[config.mk]
export PLATFORM = sky130hd
export DESIGN_NAME = chip_select_unit
export DESIGN_NICKNAME = d
export VERILOG_FILES = /design/src/rtl/cs_pkg.sv /design/src/rtl/cs_regfile.sv /design/src/rtl/cs_match.sv /design/src/rtl/cs_cycle.sv /design/src/rtl/chip_select_unit.sv
export SDC_FILE = /design/constraint.sdc
export NUM_CORES = 1
export LEC_CHECK = 0
export BUFFER_PORTS_ARGS = -buffer_cell sky130_fd_sc_hd__buf_4
export CORE_AREA = 3 3 219 221
export DETAILED_ROUTE_END_ITERATION = 10
export DIE_AREA = 0 0 222 224
export PLACE_DENSITY = 0.62
export SLEW_MARGIN = 25
export SYNTH_ARGS = -nofsm -noshare
export SYNTH_HDL_FRONTEND = slang
export SYNTH_HIERARCHICAL = 1
export SYNTH_SLANG_ARGS = --single-unit
[constraint.sdc]
create_clock -name clk -period 14 [get_ports clk]
set_input_delay 3.5 -clock clk [delete_from_list [all_inputs] [get_ports clk]]
set_output_delay 3.5 -clock clk [all_outputs]
set_load 0.005 [all_outputs]
[src/rtl/cs_pkg.sv]
`timescale 1ns/1ps
package cs_pkg;

    localparam int CS_COUNT = 8;
    localparam int ADDR_W   = 32;
    localparam int CMP_W    = 16;
    localparam int CMP_LSB  = ADDR_W - CMP_W;
    localparam int WAIT_W   = 4;
    localparam int LANES    = 4;
    localparam int DATA_W   = 32;
    localparam int PIN_W    = 3;

    typedef enum logic [1:0] {
        XFER_BYTE = 2'd0,
        XFER_WORD = 2'd1,
        XFER_LONG = 2'd2,
        XFER_LALT = 2'd3
    } xfer_e;

    typedef enum logic [1:0] {
        PORT_32  = 2'b00,
        PORT_8   = 2'b01,
        PORT_16  = 2'b10,
        PORT_16B = 2'b11
    } port_e;

    typedef enum logic [1:0] {
        KIND_BASE = 2'd0,
        KIND_MASK = 2'd1,
        KIND_CTRL = 2'd2,
        KIND_NONE = 2'd3
    } reg_kind_e;

    typedef struct packed {
        logic              bem;
        logic              burst;
        port_e             psize;
        logic              int_term;
        logic [WAIT_W-1:0] waits;
    } cs_ctrl_t;

    localparam int CTRL_W = $bits(cs_ctrl_t);

    typedef struct packed {
        logic [CMP_W-1:0] base;
        logic [CMP_W-1:0] mask;
        logic             valid;
        cs_ctrl_t         ctrl;
    } cs_region_t;

    // Boot control word for region 0, derived from the sampled pins.
    function automatic cs_ctrl_t boot_ctrl(input logic [PIN_W-1:0] pins);
        cs_ctrl_t c;
        c.waits    = '1;
        c.int_term = pins[2];
        c.psize    = port_e'(pins[1:0]);
        c.burst    = 1'b0;
        c.bem      = (pins[1:0] != 2'b01);
        return c;
    endfunction

    // Active-high lane enables; lane LANES-1 carries byte offset 0.
    function automatic logic [LANES-1:0] lane_decode(input port_e ps, input xfer_e sz,
                                                     input logic [1:0] lo);
        int pw;
        int nb;
        int start;
        int off;
        logic [LANES-1:0] r;
        case (ps)
            PORT_32: pw = 4;
            PORT_8:  pw = 1;
            default: pw = 2;
        endcase
        case (sz)
            XFER_BYTE: nb = 1;
            XFER_WORD: nb = 2;
            default:   nb = 4;
        endcase
        if (nb > pw) nb = pw;
        start = int'(lo) & (pw - 1);
        start = start & ~(nb - 1);
        for (int l = 0; l < LANES; l++) begin
            off  = LANES - 1 - l;
            r[l] = (off >= start) && (off < start + nb);
        end
        return r;
    endfunction

endpackage

[src/rtl/cs_regfile.sv]
`timescale 1ns/1ps
module cs_regfile
    import cs_pkg::*;
#(
    parameter int NUM_CS = CS_COUNT,
    parameter int IDX_W  = $clog2(NUM_CS)
) (
    input  logic                          clk,
    input  logic                          rst,
    input  logic [PIN_W-1:0]              boot_pins,
    input  logic                          wr_en,
    input  logic [IDX_W-1:0]              idx,
    input  reg_kind_e                     kind,
    input  logic [CMP_W-1:0]              wdata_hi,
    input  logic [CTRL_W-1:0]             wdata_lo,
    output logic [DATA_W-1:0]             rdata,
    output logic [NUM_CS-1:0][CMP_W-1:0]  bases_o,
    output logic [NUM_CS-1:0][CMP_W-1:0]  masks_o,
    output logic [NUM_CS-1:0]             valids_o,
    output logic [NUM_CS-1:0][WAIT_W-1:0] waits_o,
    output logic [NUM_CS-1:0]             int_o,
    output logic [NUM_CS-1:0]             bem_o,
    output port_e [NUM_CS-1:0]            psize_o,
    output logic                          global_o
);

    cs_region_t [NUM_CS-1:0] regs_q;
    logic                    global_q;

    always_ff @(posedge clk) begin
        if (rst) begin
            for (int i = 0; i < NUM_CS; i++) regs_q[i] <= '0;
            regs_q[0].ctrl <= boot_ctrl(boot_pins);
            global_q       <= 1'b1;
        end else if (wr_en && (int'(idx) < NUM_CS)) begin
            case (kind)
                KIND_BASE: regs_q[idx].base <= wdata_hi;
                KIND_MASK: begin
                    regs_q[idx].mask  <= wdata_hi;
                    regs_q[idx].valid <= wdata_lo[0];
                    if (idx == '0 && wdata_lo[0]) global_q <= 1'b0;
                end
                KIND_CTRL: regs_q[idx].ctrl <= cs_ctrl_t'(wdata_lo);
                default: ;
            endcase
        end
    end

    always_comb begin
        rdata = '0;
        case (kind)
            KIND_BASE: rdata[DATA_W-1 -: CMP_W] = regs_q[idx].base;
            KIND_MASK: begin
                rdata[DATA_W-1 -: CMP_W] = regs_q[idx].mask;
                rdata[0]                 = regs_q[idx].valid;
            end
            KIND_CTRL: rdata[CTRL_W-1:0] = regs_q[idx].ctrl;
            default: ;
        endcase
    end

    for (genvar i = 0; i < NUM_CS; i++) begin : g_out
        assign bases_o[i]  = regs_q[i].base;
        assign masks_o[i]  = regs_q[i].mask;
        assign valids_o[i] = regs_q[i].valid;
        assign waits_o[i]  = regs_q[i].ctrl.waits;
        assign int_o[i]    = regs_q[i].ctrl.int_term;
        assign bem_o[i]    = regs_q[i].ctrl.bem;
        assign psize_o[i]  = regs_q[i].ctrl.psize;
    end

    assign global_o = global_q;

endmodule

[src/rtl/cs_match.sv]
`timescale 1ns/1ps
module cs_match
    import cs_pkg::*;
#(
    parameter int NUM_CS = CS_COUNT,
    parameter int IDX_W  = $clog2(NUM_CS)
) (
    input  logic [CMP_W-1:0]             addr_hi,
    input  logic [NUM_CS-1:0][CMP_W-1:0] bases_i,
    input  logic [NUM_CS-1:0][CMP_W-1:0] masks_i,
    input  logic [NUM_CS-1:0]            valids_i,
    input  logic                         global_i,
    output logic                         hit,
    output logic [IDX_W-1:0]             hit_idx
);

    logic [NUM_CS-1:0] match;

    for (genvar i = 0; i < NUM_CS; i++) begin : g_cmp
        logic cmp_ok;
        assign cmp_ok = ((addr_hi ^ bases_i[i]) & ~masks_i[i]) == '0;
        if (i == 0) begin : g_boot
            assign match[i] = global_i || (valids_i[i] && cmp_ok);
        end else begin : g_plain
            assign match[i] = valids_i[i] && cmp_ok;
        end
    end

    // Lowest index wins: scan downward so the last hit kept is the smallest.
    always_comb begin
        hit     = 1'b0;
        hit_idx = '0;
        for (int i = NUM_CS - 1; i >= 0; i--) begin
            if (match[i]) begin
                hit     = 1'b1;
                hit_idx = IDX_W'(i);
            end
        end
    end

endmodule

[src/rtl/cs_cycle.sv]
`timescale 1ns/1ps
module cs_cycle
    import cs_pkg::*;
#(
    parameter int NUM_CS = CS_COUNT,
    parameter int IDX_W  = $clog2(NUM_CS)
) (
    input  logic              clk,
    input  logic              rst,
    input  logic              start_i,
    input  logic              rd_i,
    input  xfer_e             size_i,
    input  logic [1:0]        lo_i,
    input  logic              hit_i,
    input  logic [IDX_W-1:0]  hit_idx_i,
    input  logic [WAIT_W-1:0] waits_i,
    input  logic              int_i,
    input  logic              bem_i,
    input  port_e             psize_i,
    input  logic              ext_ack_i,
    output logic [NUM_CS-1:0] cs_n_o,
    output logic              oe_n_o,
    output logic [LANES-1:0]  be_n_o,
    output logic              ta_o
);

    logic              active_q;
    logic [IDX_W-1:0]  sel_q;
    logic              rd_q;
    logic              int_q;
    logic              bem_q;
    logic [LANES-1:0]  lanes_q;
    logic [WAIT_W-1:0] cnt_q;
    logic              oe_q;
    logic              done;

    assign done = int_q ? (cnt_q == '0) : ext_ack_i;

    always_ff @(posedge clk) begin
        if (rst) begin
            active_q <= 1'b0;
            sel_q    <= '0;
            rd_q     <= 1'b0;
            int_q    <= 1'b0;
            bem_q    <= 1'b0;
            lanes_q  <= '0;
            cnt_q    <= '0;
        end else if (!active_q) begin
            if (start_i && hit_i) begin
                active_q <= 1'b1;
                sel_q    <= hit_idx_i;
                rd_q     <= rd_i;
                int_q    <= int_i;
                bem_q    <= bem_i;
                lanes_q  <= lane_decode(psize_i, size_i, lo_i);
                cnt_q    <= waits_i;
            end
        end else if (done) begin
            active_q <= 1'b0;
        end else if (cnt_q != '0) begin
            cnt_q <= cnt_q - 1'b1;
        end
    end

    always_ff @(negedge clk) begin
        if (rst) oe_q <= 1'b1;
        else     oe_q <= !(active_q && rd_q);
    end

    for (genvar i = 0; i < NUM_CS; i++) begin : g_cs
        assign cs_n_o[i] = !(active_q && (sel_q == IDX_W'(i)));
    end

    assign be_n_o = (active_q && (bem_q || !rd_q)) ? ~lanes_q : '1;
    assign ta_o   = active_q && int_q && (cnt_q == '0);
    assign oe_n_o = oe_q;

endmodule

[src/rtl/chip_select_unit.sv]
`timescale 1ns/1ps
module chip_select_unit
    import cs_pkg::*;
#(
    parameter int NUM_CS = CS_COUNT,
    parameter int IDX_W  = $clog2(NUM_CS)
) (
    input  logic                clk,
    input  logic                rst,
    input  logic [PIN_W-1:0]    boot_pins,
    input  logic                bus_start,
    input  logic [ADDR_W-1:0]   bus_addr,
    input  logic                bus_rd,
    input  logic [1:0]          bus_size,
    input  logic                ext_ack,
    input  logic                reg_we,
    input  logic [IDX_W+1:0]    reg_addr,
    input  logic [DATA_W-1:0]   reg_wdata,
    output logic [DATA_W-1:0]   reg_rdata,
    output logic [NUM_CS-1:0]   cs_n,
    output logic                oe_n,
    output logic [LANES-1:0]    be_n,
    output logic                ta
);

    logic [NUM_CS-1:0][CMP_W-1:0]  bases;
    logic [NUM_CS-1:0][CMP_W-1:0]  masks;
    logic [NUM_CS-1:0]             valids;
    logic [NUM_CS-1:0][WAIT_W-1:0] waits;
    logic [NUM_CS-1:0]             ints;
    logic [NUM_CS-1:0]             bems;
    port_e [NUM_CS-1:0]            psizes;
    logic                          global_m;
    logic                          hit;
    logic [IDX_W-1:0]              hit_idx;

    cs_regfile #(.NUM_CS(NUM_CS), .IDX_W(IDX_W)) i_regs (
        .clk      (clk),
        .rst      (rst),
        .boot_pins(boot_pins),
        .wr_en    (reg_we),
        .idx      (reg_addr[IDX_W+1:2]),
        .kind     (reg_kind_e'(reg_addr[1:0])),
        .wdata_hi (reg_wdata[DATA_W-1 -: CMP_W]),
        .wdata_lo (reg_wdata[CTRL_W-1:0]),
        .rdata    (reg_rdata),
        .bases_o  (bases),
        .masks_o  (masks),
        .valids_o (valids),
        .waits_o  (waits),
        .int_o    (ints),
        .bem_o    (bems),
        .psize_o  (psizes),
        .global_o (global_m)
    );

    cs_match #(.NUM_CS(NUM_CS), .IDX_W(IDX_W)) i_match (
        .addr_hi (bus_addr[ADDR_W-1:CMP_LSB]),
        .bases_i (bases),
        .masks_i (masks),
        .valids_i(valids),
        .global_i(global_m),
        .hit     (hit),
        .hit_idx (hit_idx)
    );

    cs_cycle #(.NUM_CS(NUM_CS), .IDX_W(IDX_W)) i_cycle (
        .clk      (clk),
        .rst      (rst),
        .start_i  (bus_start),
        .rd_i     (bus_rd),
        .size_i   (xfer_e'(bus_size)),
        .lo_i     (bus_addr[1:0]),
        .hit_i    (hit),
        .hit_idx_i(hit_idx),
        .waits_i  (waits[hit_idx]),
        .int_i    (ints[hit_idx]),
        .bem_i    (bems[hit_idx]),
        .psize_i  (psizes[hit_idx]),
        .ext_ack_i(ext_ack),
        .cs_n_o   (cs_n),
        .oe_n_o   (oe_n),
        .be_n_o   (be_n),
        .ta_o     (ta)
    );

endmodule

==> summary.md <==
| Metric | Value |
|---|---|
| Hold buffers post-CTS | 0 |
| # IOs | 126 |
| Average cell area after synthesis | 8.955 sq um |
| Slew margin rel. | 20.73% |
| Final worst setup slack | 2.504 ns |
| Hold path start | i_cycle/bem_q$_SDFFE_PP0P_ |
| Final hold vios | 0 |
| Congestion Overflow GR | 0 |
| Main synth FF type | dfxtp_1 |
| Clock Tree Root | clkbuf_16 |
| Most frequent cells in the layout | a22oi_1, nor2_1, dfxtp_1 |
| Footprint of the multi-input gates | 9981 sq um |
| Worst setup startpoint | i_cycle/oe_n_o$_SDFF_NP1_ |
| Num Clock Sinks | 353 |
| Leak | 6.809 nW |
| CTS Buf Count | 39 |
| Register area | 7107 sq um |
| CP peak stage delay | 0.29 ns |
| Critical path class | flip-flop to primary output |
| R2r startpoint | i_cycle/active_q$_SDFF_PP0_ |
| Slew Limit Fails | 0 |
| Crit-path cells | buf_4 |
| Commonest non-fill, non-tap cell in the layout | a22oi_1 |
| Via count | 16944 |
| Pwr Density | 117.2 nW/um^2 |
| Drt pass-1 iters | 8 |
| Worst-path maximum fanout | 1 |
| Crit path buf inv count | 1 |
| EDFF count, synth | 4 |
| Post-CTS resize count | 0 |
| CTS clock-pin slew for the worst setup and hold paths | 0.06 ns |
| Total length of routed wires | 73020 um |
| Ys async rst share | 0% |
| Post-CTS Setup Inserts | 0 |
| Worst EP required | 10.50 ns |
| Global-route wire length before repair | 105900 um |
| Cell count after synthesis | 2313 |
| Number of port buffers | 97 |
| Total track usage | 28.04% |
| Antenna-violating nets left | 0 |
| Synth unique cells | 81 |
| Peak VDD IR | 0.08890 mV |
| CTS Buffer Depth | 3 |
| Drt via density | 6.583 |
| H-tree level count | 2 |
| Full die area | 49730 sq um |
| Die width | 222 um |
| Row cnt | 79 |
| MaxCap Viol Count | 0 |
| Slowest CP cell | dfxtp_1 |
| Proportion of layout cells with a drive suffix above 1 | 15.46% |
| CP arrival | 8.00 ns |
| Hold Path Class | flip-flop to flip-flop |
| Crit-path leading delay family | flip-flops |
| Slew @ Worst Pin | 1.188 ns |
| Initial antenna violation count | 0 |
| Vias in the first global route | 15633 |
| Core area | 46360 sq um |
| NumNets Final | 2030 |
| DRC Markers | 0 |
| Area Overhead vs Synth | -2.398% |
| Pin count of the biggest net entering global routing | 98 |
| Drt wl/cell | 28.37 um |
| Hpwl dp | 47420 um |
| # setup viols final | 0 |
| Clk_lat worst skew | 0.58 ns |
| Unrepaired setup endpoints after global routing | false |
| Worst Setup End Kind | primary output |
| Synth warn | 6 |
| Layout filler cell count | 4496 |
| Setup_tns | 0 ns |
| Seq cells post-synth | 353 |
| 1st-iter DRT viols | 2835 |
| Crit start category | flip-flop |
| GPL Wtd Cong | 1.014 |
| Register area share after synthesis | 34.31% |
| Synthesized area | 20710 sq um |
| Starting density of the core | 44.68% |
| TritonCTS clock tree | done |
| Final Skew | 0.04618 ns |
| Pre-CTS worst setup slack | 2.912 ns |
| Status | complete, no violations |
| Die H | 224 um |
[layout make-up]
class | count | area share [%]
multi-input combinational | 1398 | 49.37
sequential | 353 | 35.15
clock buffer | 63 | 6.121
timing repair buffer | 128 | 4.914
tap | 607 | 3.757
clock inverter | 6 | 0.3404
inverter | 18 | 0.3342
antenna | 1 | 0.01238
[kinds of logic (layout without fill, tap and decap cells)]
| group | Yosys count | after routing | share of synthesized area [%] |
|---|---|---|---|
| AOI/OAI and AO/OA | 618 | 618 | 22.84 |
| buffers and inverters | 568 | 215 | 17.75 |
| and+or+nand+nor | 564 | 564 | 12.55 |
| DFF | 353 | 353 | 34.31 |
| xor gates and xnor gates | 129 | 129 | 5.491 |
| muxes | 69 | 69 | 6.385 |
| adders and majority gates | 11 | 11 | 0.6644 |
| other | 1 | 8 | 0.01810 |
[synthesized netlist by cell type, types with 6 or more instances]
library cell    n  area share (%)
a21oi_1        12            0.29
a22oi_1       380              14
mux4_1         15             1.9
inv_1          18            0.33
nand2_1        78             1.4
nor2_1        357             6.5
nor2_2          6            0.18
ha_1           11            0.66
nand3b_1        6            0.22
o211ai_1        9            0.33
o21ai_0        21            0.51
dfxtp_1       349              34
nand3_1        11            0.27
buf_6          14            0.76
a22oi_2        21             1.3
buf_4         361              13
nand4_1        11            0.33
and3_1          8            0.24
buf_2          53             1.3
nor2b_1        13            0.39
mux2_2         20             1.1
a221oi_1       29             1.2
o22ai_1        61             1.8
a41oi_1         9            0.38
xnor2_1       127             5.4
clkbuf_1      115             2.1
nor4_1          8            0.24
and2_1         14            0.42
a21o_1         17            0.62
nor3_1         11            0.27
mux4_2         29             3.2
nor2_4          9            0.49
a22o_1         19            0.80
[flip-flops by register name, indices dropped and copies added, names as in the netlist, 3 cells and up]
register / count
i_cycle/cnt_q: 4
i_regs/waits_o: 32
i_regs/masks_o: 128
i_regs/int_o: 8
i_regs/psize_o: 16
i_regs/regs_q: 8
i_regs/bem_o: 8
i_regs/bases_o: 128
i_cycle/lanes_q: 4
i_regs/valids_o: 8
i_cycle/sel_q: 3
[power by group]
| group | internal [mW] | total [mW] | switching (mW) |
|---|---|---|---|
| sequential | 1.02 | 1.03 | 0.0124 |
| combinational | 0.0833 | 0.281 | 0.197 |
| clock | 0.622 | 1.06 | 0.436 |
[stage by stage]
step                      hold WS (ns)  instance area [sq um]  power (mW)  util, %  cells
after CTS                       0.4606                  20170       2.366    43.52   2572
after detailed placement        0.4518                  18870       1.324    40.71   2504
after floorplan                 0.4271                  20740       1.240        -   2319
final                           0.4569                  20220       2.369    43.61   2574
after global placement          0.4461                  18850       1.320    40.66   2503
after global routing            0.4909                  20210       2.430    43.60   2573
[routing by layer]
| metal | wire [um] | global-route usage (%) | share of wire (%) | up-vias |
|---|---|---|---|---|
| met5 | 0 | 0 | 0 | - |
| met4 | 4088 | 14.51 | 5.6 | 0 |
| met3 | 8380 | 5.700 | 11 | 223 |
| met2 | 32310 | 43.39 | 44 | 1239 |
| met1 | 28240 | 37.23 | 39 | 8272 |
| li1 | - | - | - | 7210 |
[final timing paths]
path,endpoint,cells after the start,slack [ns]
worst min register to register,i_cycle/bem_q$_SDFFE_PP0P_,2,0.46
worst min-delay path,i_cycle/bem_q$_SDFFE_PP0P_,2,0.46
worst max register to register,i_cycle/oe_n_o$_SDFF_NP1_,1,6.00
worst max-delay path,oe_n,1,2.50
Note: power is estimated with default switching activity, not from simulation.
